<file path="config.mk">
export PLATFORM = sky130hd
export DESIGN_NAME = dmc_decoder
export DESIGN_NICKNAME = d
export VERILOG_FILES = /design/src/rtl/dmc_pkg.sv /design/src/rtl/dmc_encoder.sv /design/src/rtl/dmc_syndrome.sv /design/src/rtl/dmc_corrector.sv /design/src/rtl/dmc_decoder.sv
export SDC_FILE = /design/constraint.sdc
export NUM_CORES = 1
export LEC_CHECK = 0
export ABC_AREA = 1
export BUFFER_PORTS_ARGS = -buffer_cell sky130_fd_sc_hd__buf_2
export CELL_PAD_IN_SITES_DETAIL_PLACEMENT = 1
export CELL_PAD_IN_SITES_GLOBAL_PLACEMENT = 1
export CORE_AREA = 2 2 120 122
export CTS_CLUSTER_DIAMETER = 150
export DETAILED_ROUTE_END_ITERATION = 8
export DIE_AREA = 0 0 122 124
export GPL_ROUTABILITY_DRIVEN = 0
export PLACE_DENSITY_LB_ADDON = 0.1
export SETUP_SLACK_MARGIN = 0.05
export SYNTH_ARGS = -nofsm -noshare
export SYNTH_HDL_FRONTEND = slang
export SYNTH_SLANG_ARGS = --single-unit
export TNS_END_PERCENT = 30
</file>
<file path="constraint.sdc">
create_clock -name clk -period 4.6 [get_ports clk]
set_input_delay 0.69 -clock clk [delete_from_list [all_inputs] [get_ports clk]]
set_output_delay 0.69 -clock clk [all_outputs]
set_load 0.02 [all_outputs]
</file>
<file path="src/rtl/dmc_pkg.sv">
`timescale 1ns/1ps
// Package dmc_pkg
// Holds the default grid geometry of the decimal matrix code and the index
// helpers that map symbols and data bits onto horizontal pairs.
// Assumes an even number of columns: column c pairs with column c + COLS/2.
package dmc_pkg;

    localparam int unsigned SYM_W = 4;  // bits per symbol
    localparam int unsigned ROWS  = 2;  // grid rows
    localparam int unsigned COLS  = 4;  // symbols per row

    // Index of the first (lower) symbol of horizontal pair p.
    function automatic int unsigned pair_first_sym(input int unsigned p,
                                                   input int unsigned cols);
        return (p / (cols / 2)) * cols + (p % (cols / 2));
    endfunction

    // Horizontal pair that owns data bit n.
    function automatic int unsigned pair_of_bit(input int unsigned n,
                                                input int unsigned sym_w,
                                                input int unsigned cols);
        int unsigned row;
        int unsigned col;
        row = n / (cols * sym_w);
        col = (n % (cols * sym_w)) / sym_w;
        return row * (cols / 2) + (col % (cols / 2));
    endfunction

endpackage

</file>
<file path="src/rtl/dmc_encoder.sv">
`timescale 1ns/1ps
// Module dmc_encoder
// Combinational check generator. It produces one integer sum per symbol pair
// (SYM_W+1 bits, no overflow) and one XOR across rows per bit column.
// The same logic serves the write path and the decoder's recomputation.
// Assumes COLS is even.
module dmc_encoder #(
    parameter  int unsigned SYM_W  = dmc_pkg::SYM_W,
    parameter  int unsigned ROWS   = dmc_pkg::ROWS,
    parameter  int unsigned COLS   = dmc_pkg::COLS,
    localparam int unsigned DATA_W = SYM_W * ROWS * COLS,
    localparam int unsigned NPAIR  = ROWS * (COLS / 2),
    localparam int unsigned HSUM_W = SYM_W + 1,
    localparam int unsigned VCHK_W = COLS * SYM_W
) (
    input  logic [DATA_W-1:0]       data_i,
    output logic [NPAIR*HSUM_W-1:0] hchk_o,
    output logic [VCHK_W-1:0]       vchk_o
);

    // One adder per pair: the lower symbol plus its partner half a row away.
    for (genvar p = 0; p < NPAIR; p++) begin : g_pair
        localparam int unsigned SA = dmc_pkg::pair_first_sym(p, COLS);
        localparam int unsigned SB = SA + COLS / 2;
        assign hchk_o[p*HSUM_W +: HSUM_W] =
            HSUM_W'(data_i[SA*SYM_W +: SYM_W]) + HSUM_W'(data_i[SB*SYM_W +: SYM_W]);
    end

    // Column parity: XOR of every grid row for each bit column.
    always_comb begin
        vchk_o = '0;
        for (int unsigned r = 0; r < ROWS; r++) begin
            vchk_o = vchk_o ^ data_i[r*VCHK_W +: VCHK_W];
        end
    end

endmodule

</file>
<file path="src/rtl/dmc_syndrome.sv">
`timescale 1ns/1ps
// Module dmc_syndrome
// Splits a stored codeword into data, stored sums and stored column checks.
// It re-encodes the data with dmc_encoder, then forms per-pair integer
// differences and the column XOR syndrome.
// Assumes the layout {vertical, horizontal, data}, data in the low bits.
module dmc_syndrome #(
    parameter  int unsigned SYM_W  = dmc_pkg::SYM_W,
    parameter  int unsigned ROWS   = dmc_pkg::ROWS,
    parameter  int unsigned COLS   = dmc_pkg::COLS,
    localparam int unsigned DATA_W = SYM_W * ROWS * COLS,
    localparam int unsigned NPAIR  = ROWS * (COLS / 2),
    localparam int unsigned HSUM_W = SYM_W + 1,
    localparam int unsigned HCHK_W = NPAIR * HSUM_W,
    localparam int unsigned VCHK_W = COLS * SYM_W,
    localparam int unsigned CW_W   = DATA_W + HCHK_W + VCHK_W
) (
    input  logic [CW_W-1:0]   cw_i,
    output logic [NPAIR-1:0]  pair_hit_o,
    output logic [VCHK_W-1:0] vsyn_o,
    output logic              any_err_o
);

    logic [HCHK_W-1:0] h_re;
    logic [VCHK_W-1:0] v_re;

    // Recompute the checks with the shared encoder.
    dmc_encoder #(
        .SYM_W (SYM_W),
        .ROWS  (ROWS),
        .COLS  (COLS)
    ) u_reenc (
        .data_i (cw_i[DATA_W-1:0]),
        .hchk_o (h_re),
        .vchk_o (v_re)
    );

    // Integer difference per pair; any non-zero bit marks the pair.
    for (genvar p = 0; p < NPAIR; p++) begin : g_hsyn
        logic [HSUM_W-1:0] diff;
        assign diff          = h_re[p*HSUM_W +: HSUM_W] - cw_i[DATA_W + p*HSUM_W +: HSUM_W];
        assign pair_hit_o[p] = |diff;
    end

    // Column syndrome and overall detection.
    assign vsyn_o    = v_re ^ cw_i[DATA_W + HCHK_W +: VCHK_W];
    assign any_err_o = (|pair_hit_o) | (|vsyn_o);

endmodule

</file>
<file path="src/rtl/dmc_corrector.sv">
`timescale 1ns/1ps
// Module dmc_corrector
// Inverts each data bit whose column syndrome is set and whose pair is marked.
// It also reports whether any bit was inverted.
// Assumes pair_hit_i and vsyn_i come from dmc_syndrome for the same data.
module dmc_corrector #(
    parameter  int unsigned SYM_W  = dmc_pkg::SYM_W,
    parameter  int unsigned ROWS   = dmc_pkg::ROWS,
    parameter  int unsigned COLS   = dmc_pkg::COLS,
    localparam int unsigned DATA_W = SYM_W * ROWS * COLS,
    localparam int unsigned NPAIR  = ROWS * (COLS / 2),
    localparam int unsigned VCHK_W = COLS * SYM_W
) (
    input  logic [DATA_W-1:0] data_i,
    input  logic [NPAIR-1:0]  pair_hit_i,
    input  logic [VCHK_W-1:0] vsyn_i,
    output logic [DATA_W-1:0] data_o,
    output logic              flipped_o
);

    logic [DATA_W-1:0] flip;

    // Flip mask: column flag AND owning-pair flag, bit by bit.
    for (genvar n = 0; n < DATA_W; n++) begin : g_bit
        localparam int unsigned PI = dmc_pkg::pair_of_bit(n, SYM_W, COLS);
        localparam int unsigned CI = n % VCHK_W;
        assign flip[n] = vsyn_i[CI] & pair_hit_i[PI];
    end

    assign data_o    = data_i ^ flip;
    assign flipped_o = |flip;

endmodule

</file>
<file path="src/rtl/dmc_decoder.sv">
`timescale 1ns/1ps
// Module dmc_decoder (top)
// Single-stage decimal matrix code decoder. The syndrome and correction logic
// are combinational from cw_i, and the results are registered on a strobe.
// Assumes one codeword per strobe and a synchronous active-low reset.
module dmc_decoder #(
    parameter  int unsigned SYM_W  = dmc_pkg::SYM_W,
    parameter  int unsigned ROWS   = dmc_pkg::ROWS,
    parameter  int unsigned COLS   = dmc_pkg::COLS,
    localparam int unsigned DATA_W = SYM_W * ROWS * COLS,
    localparam int unsigned NPAIR  = ROWS * (COLS / 2),
    localparam int unsigned HCHK_W = NPAIR * (SYM_W + 1),
    localparam int unsigned VCHK_W = COLS * SYM_W,
    localparam int unsigned CW_W   = DATA_W + HCHK_W + VCHK_W
) (
    input  logic              clk,
    input  logic              rst_n,
    input  logic              cw_valid_i,
    input  logic [CW_W-1:0]   cw_i,
    output logic              data_valid_o,
    output logic [DATA_W-1:0] data_o,
    output logic              err_detected_o,
    output logic              err_corrected_o
);

    logic [NPAIR-1:0]  pair_hit;
    logic [VCHK_W-1:0] vsyn;
    logic              any_err;
    logic [DATA_W-1:0] fixed;
    logic              any_flip;

    dmc_syndrome #(
        .SYM_W (SYM_W),
        .ROWS  (ROWS),
        .COLS  (COLS)
    ) u_syn (
        .cw_i       (cw_i),
        .pair_hit_o (pair_hit),
        .vsyn_o     (vsyn),
        .any_err_o  (any_err)
    );

    dmc_corrector #(
        .SYM_W (SYM_W),
        .ROWS  (ROWS),
        .COLS  (COLS)
    ) u_fix (
        .data_i     (cw_i[DATA_W-1:0]),
        .pair_hit_i (pair_hit),
        .vsyn_i     (vsyn),
        .data_o     (fixed),
        .flipped_o  (any_flip)
    );

    // Output register: strobe every cycle, payload and flags only on a strobe.
    always_ff @(posedge clk) begin
        if (!rst_n) begin
            data_valid_o    <= 1'b0;
            data_o          <= '0;
            err_detected_o  <= 1'b0;
            err_corrected_o <= 1'b0;
        end else begin
            data_valid_o <= cw_valid_i;
            if (cw_valid_i) begin
                data_o          <= fixed;
                err_detected_o  <= any_err;
                err_corrected_o <= any_flip;
            end
        end
    end

endmodule

</file>
==> flow_metrics.py, run 1 <==
metrics = {
    "timing": {
        "fmax_mhz": 326,
        "rsz0062_at_grt": "false",
        "max_slew_margin_pct": 27.5,
        "whs_ps": 474,
        "fin_skew_ps": 0,
        "finalHoldViolations": 0,
        "finalSetupViolCount": 0,
        "fin_tns_setup_ps": 0,
        "period_share_pct": 66.8,
        "post-route-min-period_ps": 3070,
        "drv_slew": 0,
        "worstMarginPinSlew_ps": 1090,
    },
    "cells_and_area": {
        "fill_cells": 1801,
        "fin_nets": 706,
        "n_antenna_cell": 0,
        "regArea_um2": 701,
        "drive_gt1_share_pct": 21.0,
        "fin_cells": 780,
        "multi_input_area_mm2": 0.00225,
        "synthToLayoutAreaGrowth_pct": 25.1,
    },
    "place": {
        "hpwl_um": 9580,
        "port-buffer-count": 105,
        "placedCellCount": 772,
    },
    "clock_tree": {
        "cts_max_level": 2,
        "ctsLongestPathBuffers": 2,
        "cts.sinks": 35,
        "clk_pin_slew_ps": 60,
        "cts_resized": 0,
        "hold_buffers": 0,
        "cts_tree": "built",
        "cts_root_buf": "clkbuf_16",
        "clk_latency_ps": 280,
        "cts_post_setup_buffers_inserted": 0,
        "cts_buffers": 5,
    },
    "die": {
        "ios": 106,
        "dieArea_mm2": 0.0151,
        "initial_core_util_pct": 24.5,
        "core_mm2": 0.0137,
        "die_y_um": 124,
        "chipWidth_um": 122,
        "core.rowCount": 43,
    },
    "synthesis": {
        "synth-edff-count": 0,
        "syn_avg_cell_area_um2": 6.72,
        "synth_top_area_share_pct": 20.8,
        "synth.yosys.seq_area_share_pct": 20.8,
        "synth_area_leader_cell": "dfxtp_1",
        "synth_commonest_cells": "nand2_1 (125), inv_1 (87), a21oi_1 (53)",
        "postSynthNetCount": 608,
        "yosysMostFrequentCell": "nand2_1",
        "synth_compound_area_share_pct": 14.4,
        "synth_fa_ha_area_share_pct": 17.0,
        "synth-simple-area-share_pct": 25.1,
        "yosys_warnings": 0,
        "syn-instance-count": 501,
        "yosys.cell_types.count": 33,
        "synthesis.area_mm2": 0.00337,
        "yosys_most_used_dff": "dfxtp_1",
        "synth.area.mux_share_pct": 0,
        "ys_async_sr_fraction_pct": 0,
        "synth_top_family_by_area": "simple AND/OR/NAND/NOR gates",
        "synth_xor_xnor_area_share_pct": 10.4,
        "synthTopCellsByArea": "dfxtp_1 (21%), nand2_1 (14%), inv_1 (9.7%)",
        "ys_ff_latch": 35,
    },
    "pwr": {
        "pwr-share-seq_pct": 27.7,
        "switching_share_pct": 37.2,
        "powerDensity_mw_per_mm2": 299,
        "ir_drop_uv": 151,
        "power_frac_comb_pct": 40.1,
        "clkPwrFrac_pct": 32.2,
        "p_switching_uw": 468,
        "p_int_uw": 789,
        "leakagePower_uw": 0.00230,
        "p_total_uw": 1260,
    },
    "global_route": {
        "overflow": 0,
        "grt_max_degree": 39,
        "antenna_found_initial": 0,
        "grt_pass1_wl_um": 18000,
        "grt_pass1_vias": 3484,
        "grt_usage_pct": 15.2,
    },
    "worst_setup_path": {
        "critPathCaptureType": "register",
        "worstPathArrival_ps": 3240,
        "path_class": "in2reg",
        "r2r_cells": 2,
        "cp.required_ps": 4770,
        "critPathMaxFanout": 12,
        "worstSetupStartpointType": "input port",
    },
    "run": {
        "max_cap_violations": 0,
    },
    "drt": {
        "postRouteAntennaNets": 0,
        "firstDrtPassIters": 4,
        "detail_route.iter0.violations": 152,
        "vias_per_cell": 4.33,
        "routedWlPerCell_um": 14.4,
        "totalWireLength_um": 11200,
        "num_vias": 3380,
        "drc_errors": 0,
    },
    "min_path": {
        "min_path_type": "reg2reg",
        "min_path_cells": 2,
    },
    "outcome": {
        "status": "complete, no violations",
    },
}
-- worst max-delay path: stages --
cell and delay [ps]:
buf_2 110, inv_1 70, fa_1 530, inv_1 70, fa_1 460, or2_1 230
nor2_1 100, nand2_1 60, nor2_1 80, nand2_1 260, nand2_1 220, nand2_1 70
nor2_1 110, nand2_1 60, nor2_1 80, nor2_1 50
-- per-stage QoR --
step | cell area [um2] | worst slack, ps | util (%)
after floorplan | 3370 | 1710 | -
after global placement | 4040 | 1260 | 29.4
after detailed placement | 4040 | 1170 | 29.4
after CTS | 4210 | 1490 | 30.7
after global routing | 4210 | 1220 | 30.7
final | 4210 | 1530 | 30.7
-- worst paths after layout --
path              startpoint  slack [ps]               to
setup / recovery     cw_i[5]        1530  err_corrected_o
hold reg to reg    data_o[5]         470        data_o[5]
setup reg to reg  data_o[16]        3900       data_o[16]
hold / removal     data_o[5]         470        data_o[5]
-- cell families (layout without fill, tap and decap cells) --
| logic type | after synthesis | count (layout) |
|---|---|---|
| AND/OR/NAND/NOR | 196 | 196 |
| buffers and inverters | 103 | 202 |
| AO/OA/AOI/OAI | 92 | 92 |
| XOR/XNOR | 39 | 39 |
| adder cells (fa/ha/maj) | 36 | 36 |
| flip-flops | 35 | 35 |
-- registers in the layout, indices dropped and copies added (netlist names) --
name / flops
data_o: 32
data_valid_o: 1
err_corrected_o: 1
err_detected_o: 1
-- placed cells by master (no fill, tap or decap), drive strengths merged, types with 3 or more instances in the layout --
cell / instances
nand3b: 3
or2: 6
nand2: 129
fa: 16
inv: 88
dfxtp: 35
nor2: 21
xnor2: 17
xor2: 22
o21ai: 34
nand3: 31
clkbuf: 6
nand4: 3
ha: 20
buf: 105
a21oi: 57
-- metal layers --
layer	wire length (um)	share of wire [%]	GRT usage [%]
met2	4560	41	23.2
met3	495	4.4	2.34
met4	51	0.45	1.94
met1	6120	55	23.0
met5	0	0	0
-- layout make-up --
| type | instances | share of cell area, % |
|---|---|---|
| multi-input cells | 363 | 53.4 |
| flip-flops and latches | 35 | 16.6 |
| repair buffers | 105 | 12.5 |
| inverters | 89 | 7.94 |
| well taps | 180 | 5.35 |
| clock buffers | 6 | 3.30 |
| clock inverters | 2 | 0.832 |
-- power by group through the flow --
stage	sequential, uW	clock, uW	combinational (uW)
after floorplan	384	0	318
after global placement	354	0	502
after detailed placement	355	0	512
after CTS	348	417	515
after global routing	352	425	581
final	347	405	504
(Power assumes the default switching activity.)
==> run 2, diff against run 1 <==
ABC_AREA = 0   (was 1)
CORE_AREA = 2 2 113 115   (was 2 2 120 122)
DIE_AREA = 0 0 115 117   (was 0 0 122 124)
clock period = 2.6 ns   (was 4.6 ns; I/O delays follow)
==> run 2 against run 1 <==
  * Sequential share of layout area is 0.92 points lower
  * Global-route usage decreased by 0.72 points
  * Critical path depth down 4
  * Non-clock buffer count rose by 44
  * Sequential cell count is the same
==> flow_metrics.py, run 2 <==
metrics = {
    "synthesis": {
        "synth-edff-count": 0,
        "yosys_warnings": 0,
        "synthesis.area_mm2": 0.00302,
        "ys_ff_latch": 35,
        "yosys.cell_types.count": 28,
        "synthTopCellsByArea": "dfxtp_1 (23%), fa_1 (11%), ha_1 (8.3%)",
        "synth_area_leader_cell": "dfxtp_1",
        "yosysMostFrequentCell": "inv_1",
        "synth.yosys.seq_area_share_pct": 23.2,
        "syn-instance-count": 332,
        "synth_top_area_share_pct": 23.2,
        "synth_commonest_cells": "inv_1 (50), dfxtp_1 (35), o21ai_1 (32)",
        "syn_avg_cell_area_um2": 9.11,
        "ys_async_sr_fraction_pct": 0,
        "postSynthNetCount": 439,
        "yosys_most_used_dff": "dfxtp_1",
    },
    "drt": {
        "postRouteAntennaNets": 0,
        "totalWireLength_um": 9660,
        "detail_route.iter0.violations": 58,
        "firstDrtPassIters": 4,
        "routedWlPerCell_um": 15.5,
        "drc_errors": 0,
        "vias_per_cell": 4.54,
        "num_vias": 2835,
    },
    "global_route": {
        "grt_max_degree": 24,
        "grt_pass1_vias": 2917,
        "grt_usage_pct": 14.5,
        "overflow": 0,
        "grt_pass1_wl_um": 14900,
        "antenna_found_initial": 0,
    },
    "pwr": {
        "ir_drop_uv": 204,
        "p_total_uw": 2230,
        "powerDensity_mw_per_mm2": 501,
        "leakagePower_uw": 0.00204,
    },
    "cells_and_area": {
        "fin_nets": 581,
        "fill_cells": 1448,
        "largest_reg_flops": 32,
        "finish.utilization_pct": 36.2,
        "layout_common_cells": "buf_2 (99), inv_1 (40), buf_4 (38), dfxtp_1 (35), o21ai_1 (26)",
        "final_common_cell": "buf_2",
        "drive_gt1_share_pct": 45.7,
        "top_register": "data_o",
        "synthToLayoutAreaGrowth_pct": 47.3,
        "n_antenna_cell": 0,
    },
    "worst_setup_path": {
        "critPathCaptureType": "register",
        "critical_path_buf_inv_count": 4,
        "setup.worst_path.start": "cw_i[1]",
        "reg2reg_from": "data_o[20]",
        "path_class": "in2reg",
        "cp_top_family": "adder cells",
        "worstSetupStartpointType": "input port",
        "r2r_cells": 2,
        "crit_path_max_incr_delay_ps": 540,
        "critPathMaxFanout": 7,
        "cp.depth": 12,
        "worstPathArrival_ps": 2740,
        "cp_cell_sequence": "buf_8 > inv_4 > fa_1 > inv_2 > fa_2 > a21o_1 > a21oi_2 > xnor2_2 > nor3_4 > buf_12 > mux2i_2 > o21ai_1",
        "slowest_stage": "fa_1",
        "cp.required_ps": 2750,
    },
    "min_path": {
        "min_from": "data_o[4]",
        "min_path_type": "reg2reg",
        "min_path_cells": 2,
    },
    "run": {
        "max_cap_violations": 0,
    },
    "die": {
        "core.rowCount": 41,
        "chipWidth_um": 115,
        "ios": 106,
        "initial_core_util_pct": 24.6,
        "core_mm2": 0.0123,
        "dieArea_mm2": 0.0135,
        "die_y_um": 117,
    },
    "clock_tree": {
        "clk_pin_slew_ps": 60,
        "ctsLongestPathBuffers": 2,
        "cts_root_buf": "clkbuf_16",
        "cts.sinks": 35,
        "clk_latency_ps": 280,
        "hold_buffers": 0,
        "cts_tree": "built",
        "cts_max_level": 2,
        "cts_buffers": 5,
    },
    "place": {
        "hpwl_um": 8070,
        "port-buffer-count": 105,
        "pre_cts_slack_ps": -309,
    },
    "timing": {
        "rsz0062_at_grt": "true",
        "period_share_pct": 99.9,
        "worstMarginPinSlew_ps": 815,
        "whs_ps": 479,
        "fin_tns_setup_ps": 0,
        "post-route-min-period_ps": 2600,
        "drv_slew": 0,
        "setup_slack_ps": 2.65,
        "finalSetupViolCount": 0,
        "fmax_mhz": 385,
        "finalHoldViolations": 0,
        "fin_skew_ps": 0,
        "max_slew_margin_pct": 45.6,
    },
    "outcome": {
        "status": "complete, no violations",
    },
}
## run 2: cell types whose count changed in the layout (fill, tap and decap cells not counted), moves of 13 or more
cell,delta
nand2_1,-124
a21oi_1,-50
inv_1,-47
buf_4,+38
nand3_1,-30
o21ai_0,-21
o21ai_1,+15
nand3b_1,+13
or3_1,+13
## run 2: report_power, final
| group | switching [uW] | total, uW | internal, uW |
|---|---|---|---|
| combinational | 540 | 1020 | 480 |
| clock | 240 | 595 | 355 |
| sequential | 28.4 | 615 | 586 |
## run 2: worst reg2reg max path: stages, from the launching register on
cell and delay [ps]:
dfxtp_1 350, nor2_1 50, a311oi_1 250
## run 2: final timing paths
kind | slack (ps) | to
max | 3 | data_o[3]
min | 480 | data_o[4]
max reg2reg | 1850 | data_o[20]
min reg2reg | 480 | data_o[4]
## run 2: per-stage QoR
| step | area (um2) | cells |
|---|---|---|
| floorplan | 3100 | 332 |
| global placement | 4100 | 615 |
| detailed placement | 4100 | 615 |
| CTS | 4290 | 624 |
| global route | 4450 | 625 |
| finish | 4450 | 625 |
## run 2: metal layers
| layer | global-route usage (%) | vias up | wire length (um) |
|---|---|---|---|
| met5 | 0 | - | 0 |
| met4 | 3.61 | 0 | 104 |
| met3 | 2.27 | 7 | 346 |
| met2 | 23.7 | 57 | 4480 |
| met1 | 20.1 | 1348 | 4730 |
| li1 | - | 1423 | - |
## run 2: repair_timing
action,in CTS,in global routing
cloned,0,0
setup endpoints to repair,18,34
setup buffers,2,1
pin swaps,15,25
hold endpoints to repair,0,0
resized for setup,12,31
## run 2: cells by family (layout without fill, tap and decap cells)
group                    after synthesis  after routing  synth area share, %
AO/OA/AOI/OAI                         70             70                 16.6
buffers and inverters                 64            207                 8.69
AND/OR/NAND/NOR                       63             63                 13.4
XOR/XNOR                              48             48                 13.9
adder cells (fa/ha/maj)               36             36                 18.9
flip-flops                            35             35                 23.2
multiplexers                          16             16                 5.30
## run 2: area by class of cell
cell class,instances,area (um2),share of cell area [%]
sequential,35,701,15.7
clock buffer,7,133,2.98
clock inverter,1,5.00,0.112
inverter,50,190,4.27
tap,150,188,4.21
timing repair buffer,149,946,21.2
multi-input combinational,233,2290,51.5
==> run 3, diff against run 2 <==
CORE_AREA = 2 2 118 120   (was 2 2 113 115)
DIE_AREA = 0 0 120 122   (was 0 0 115 117)
GPL_TIMING_DRIVEN = 0   (was unset)
SYNTH_HIERARCHICAL = 1   (was unset)
==> run 3 against run 2 <==
  * Synthesized area grew 9.3%
  * Total power increased by 10%
  * Die area is 8.8% higher
  * Sequential power up 3.6%
  * Cell area rose by 8.4%
  * Clock skew unchanged
==> flow_metrics.py, run 3 <==
metrics = {
    "outcome": {
        "status": "complete, no violations",
    },
    "die": {
        "core_mm2": 0.0135,
        "die_y_um": 122,
        "chipWidth_um": 120,
        "initial_core_util_pct": 24.5,
        "ios": 106,
        "dieArea_mm2": 0.0146,
        "core.rowCount": 43,
    },
    "timing": {
        "rsz0062_at_grt": "true",
        "finalHoldViolations": 0,
        "fmax_mhz": 389,
        "fin_tns_setup_ps": 0,
        "post-route-min-period_ps": 2570,
        "finalSetupViolCount": 0,
        "max_slew_margin_pct": 61.2,
        "drv_slew": 0,
        "fin_skew_ps": 0,
        "period_share_pct": 98.9,
        "worstMarginPinSlew_ps": 580,
    },
    "drt": {
        "postRouteAntennaNets": 0,
        "num_vias": 2848,
        "detail_route.iter0.violations": 26,
        "firstDrtPassIters": 3,
        "drc_errors": 0,
        "routedWlPerCell_um": 15.0,
        "totalWireLength_um": 10100,
        "vias_per_cell": 4.23,
    },
    "run": {
        "max_cap_violations": 0,
    },
    "worst_setup_path": {
        "critPathMaxFanout": 5,
        "path_class": "in2reg",
        "cp_cell_sequence": "buf_8 > ha_4 > fa_2 > ha_4 > nor2b_4 > o21ai_2 > a21boi_2 > o211ai_1 > buf_4 > nand2_2 > xnor2_2 > mux2i_1 > nor2b_1",
        "cp.required_ps": 2770,
        "critical_path_buf_inv_count": 2,
        "worstPathArrival_ps": 2740,
        "slowest_stage": "fa_2",
        "critPathCaptureType": "register",
        "crit_path_max_incr_delay_ps": 580,
        "cpMostUsedCell": "ha_4",
        "worstSetupStartpointType": "input port",
        "cp_top_family": "adder cells",
    },
    "global_route": {
        "grt_pass1_wl_um": 15600,
        "antenna_found_initial": 0,
        "grt_pass1_vias": 3084,
        "overflow": 0,
        "grt_max_degree": 11,
        "grt_usage_pct": 13.7,
    },
    "synthesis": {
        "synthesis.area_mm2": 0.00330,
        "synth.yosys.seq_area_share_pct": 21.2,
        "syn_avg_cell_area_um2": 9.03,
        "ys_async_sr_fraction_pct": 0,
        "synthTopCellsByArea": "dfxtp_1 (21%), ha_1 (12%), xnor2_1 (12%)",
        "synth_top_area_share_pct": 21.2,
        "yosys_warnings": 6,
        "yosys_most_used_dff": "dfxtp_1",
        "yosysMostFrequentCell": "xnor2_1",
        "synth-edff-count": 0,
        "yosys.cell_types.count": 38,
        "synth_area_leader_cell": "dfxtp_1",
        "postSynthNetCount": 475,
        "syn-instance-count": 366,
        "synth_commonest_cells": "xnor2_1 (45), nor2b_1 (39), xor2_1 (38)",
        "ys_ff_latch": 35,
    },
    "clock_tree": {
        "clk_pin_slew_ps": 50,
        "cts_root_buf": "clkbuf_16",
        "cts_max_level": 2,
        "clk_latency_ps": 280,
        "ctsLongestPathBuffers": 2,
        "cts_buffers": 5,
        "cts_tree": "built",
        "hold_buffers": 0,
        "cts.sinks": 35,
    },
    "place": {
        "hpwl_um": 8390,
        "port-buffer-count": 104,
    },
    "cells_and_area": {
        "drive_gt1_share_pct": 41.8,
        "top_register": "data_o",
        "largest_reg_flops": 32,
        "layout_common_cells": "buf_2 (92), xor2_1 (38), nor2b_1 (37), dfxtp_1 (35), mux2i_1 (34)",
        "fin_nets": 601,
        "final_common_cell": "buf_2",
        "synthToLayoutAreaGrowth_pct": 46.2,
        "n_antenna_cell": 0,
    },
    "pwr": {
        "p_total_uw": 2460,
        "powerDensity_mw_per_mm2": 509,
        "ir_drop_uv": 191,
        "leakagePower_uw": 0.00238,
    },
    "min_path": {
        "min_path_type": "in2reg",
    },
}
-- run 3: kinds of logic (layout without fill, tap and decap cells) --
logic type | after synthesis | in the layout | synth area share, %
buf+inv | 45 | 172 | 6.85
mux | 34 | 34 | 10.3
fa+ha+maj | 38 | 38 | 15.8
simple gates | 103 | 103 | 17.4
flops | 35 | 35 | 21.2
xor+xnor | 83 | 83 | 22.0
compound gates | 28 | 28 | 6.51
-- run 3: area by class of cell --
type,count,area (um2)
plain buffers,11,135
clock buffers,7,133
clock inverters,1,5.00
fillers,1585,8670
inverters,34,128
multi-input cells,286,2780
flip-flops and latches,35,701
well taps,180,225
repair buffers,119,728
-- run 3: worst register-to-register path: stages (launching register included) --
cell     delay, ps
dfxtp_1        330
mux2i_1        140
nor2b_1         60
-- run 3: layer usage --
layer  routed length [um]  up-vias  track usage, %  share of wire [%]
li1                     -     1440               -                  -
met1                 4190     1334            15.9                 42
met2                 5350       69            26.0                 53
met3                  459        5            2.25                4.5
met4                   97        0            3.53               0.96
met5                    0        -               0                  0
-- run 3: path summary, 6_finish.rpt --
check / end / cells after the start / from / slack, ps
max: data_o[28] / 13 / cw_i[28] / 30
min: err_corrected_o / 2 / rst_n / 450
max reg2reg: data_o[20] / 2 / data_o[20] / 1970
min reg2reg: data_o[17] / 2 / data_o[17] / 510
-- run 3: where the power goes --
part / internal, uW / total [uW] / switching, uW
combinational: 598 / 1250 / 652
clock: 354 / 570 / 216
sequential: 603 / 637 / 33.8
total: 1550 / 2460 / 902
-- run 3: stage by stage --
| stage | hold WS, ps | instance area, um2 | instances | util, % | setup slack (ps) |
|---|---|---|---|---|---|
| detailed placement | 501 | 4120 | 650 | 30.5 | -577 |
| CTS | 453 | 4660 | 668 | 34.5 | -2.70 |
| global route | 462 | 4830 | 673 | 35.8 | -106 |
| finish | 448 | 4830 | 673 | 35.8 | 28.7 |
| global placement | 493 | 4120 | 650 | 30.5 | -569 |
| floorplan | 518 | 3370 | 366 | - | -30.9 |
-- run 3: what timing repair did --
item                                    CTS  global route
gates cloned                              4             0
setup buffers                             6             5
pin swaps                                29            21
endpoints found under the setup margin   34            34
resized for setup                        73            32
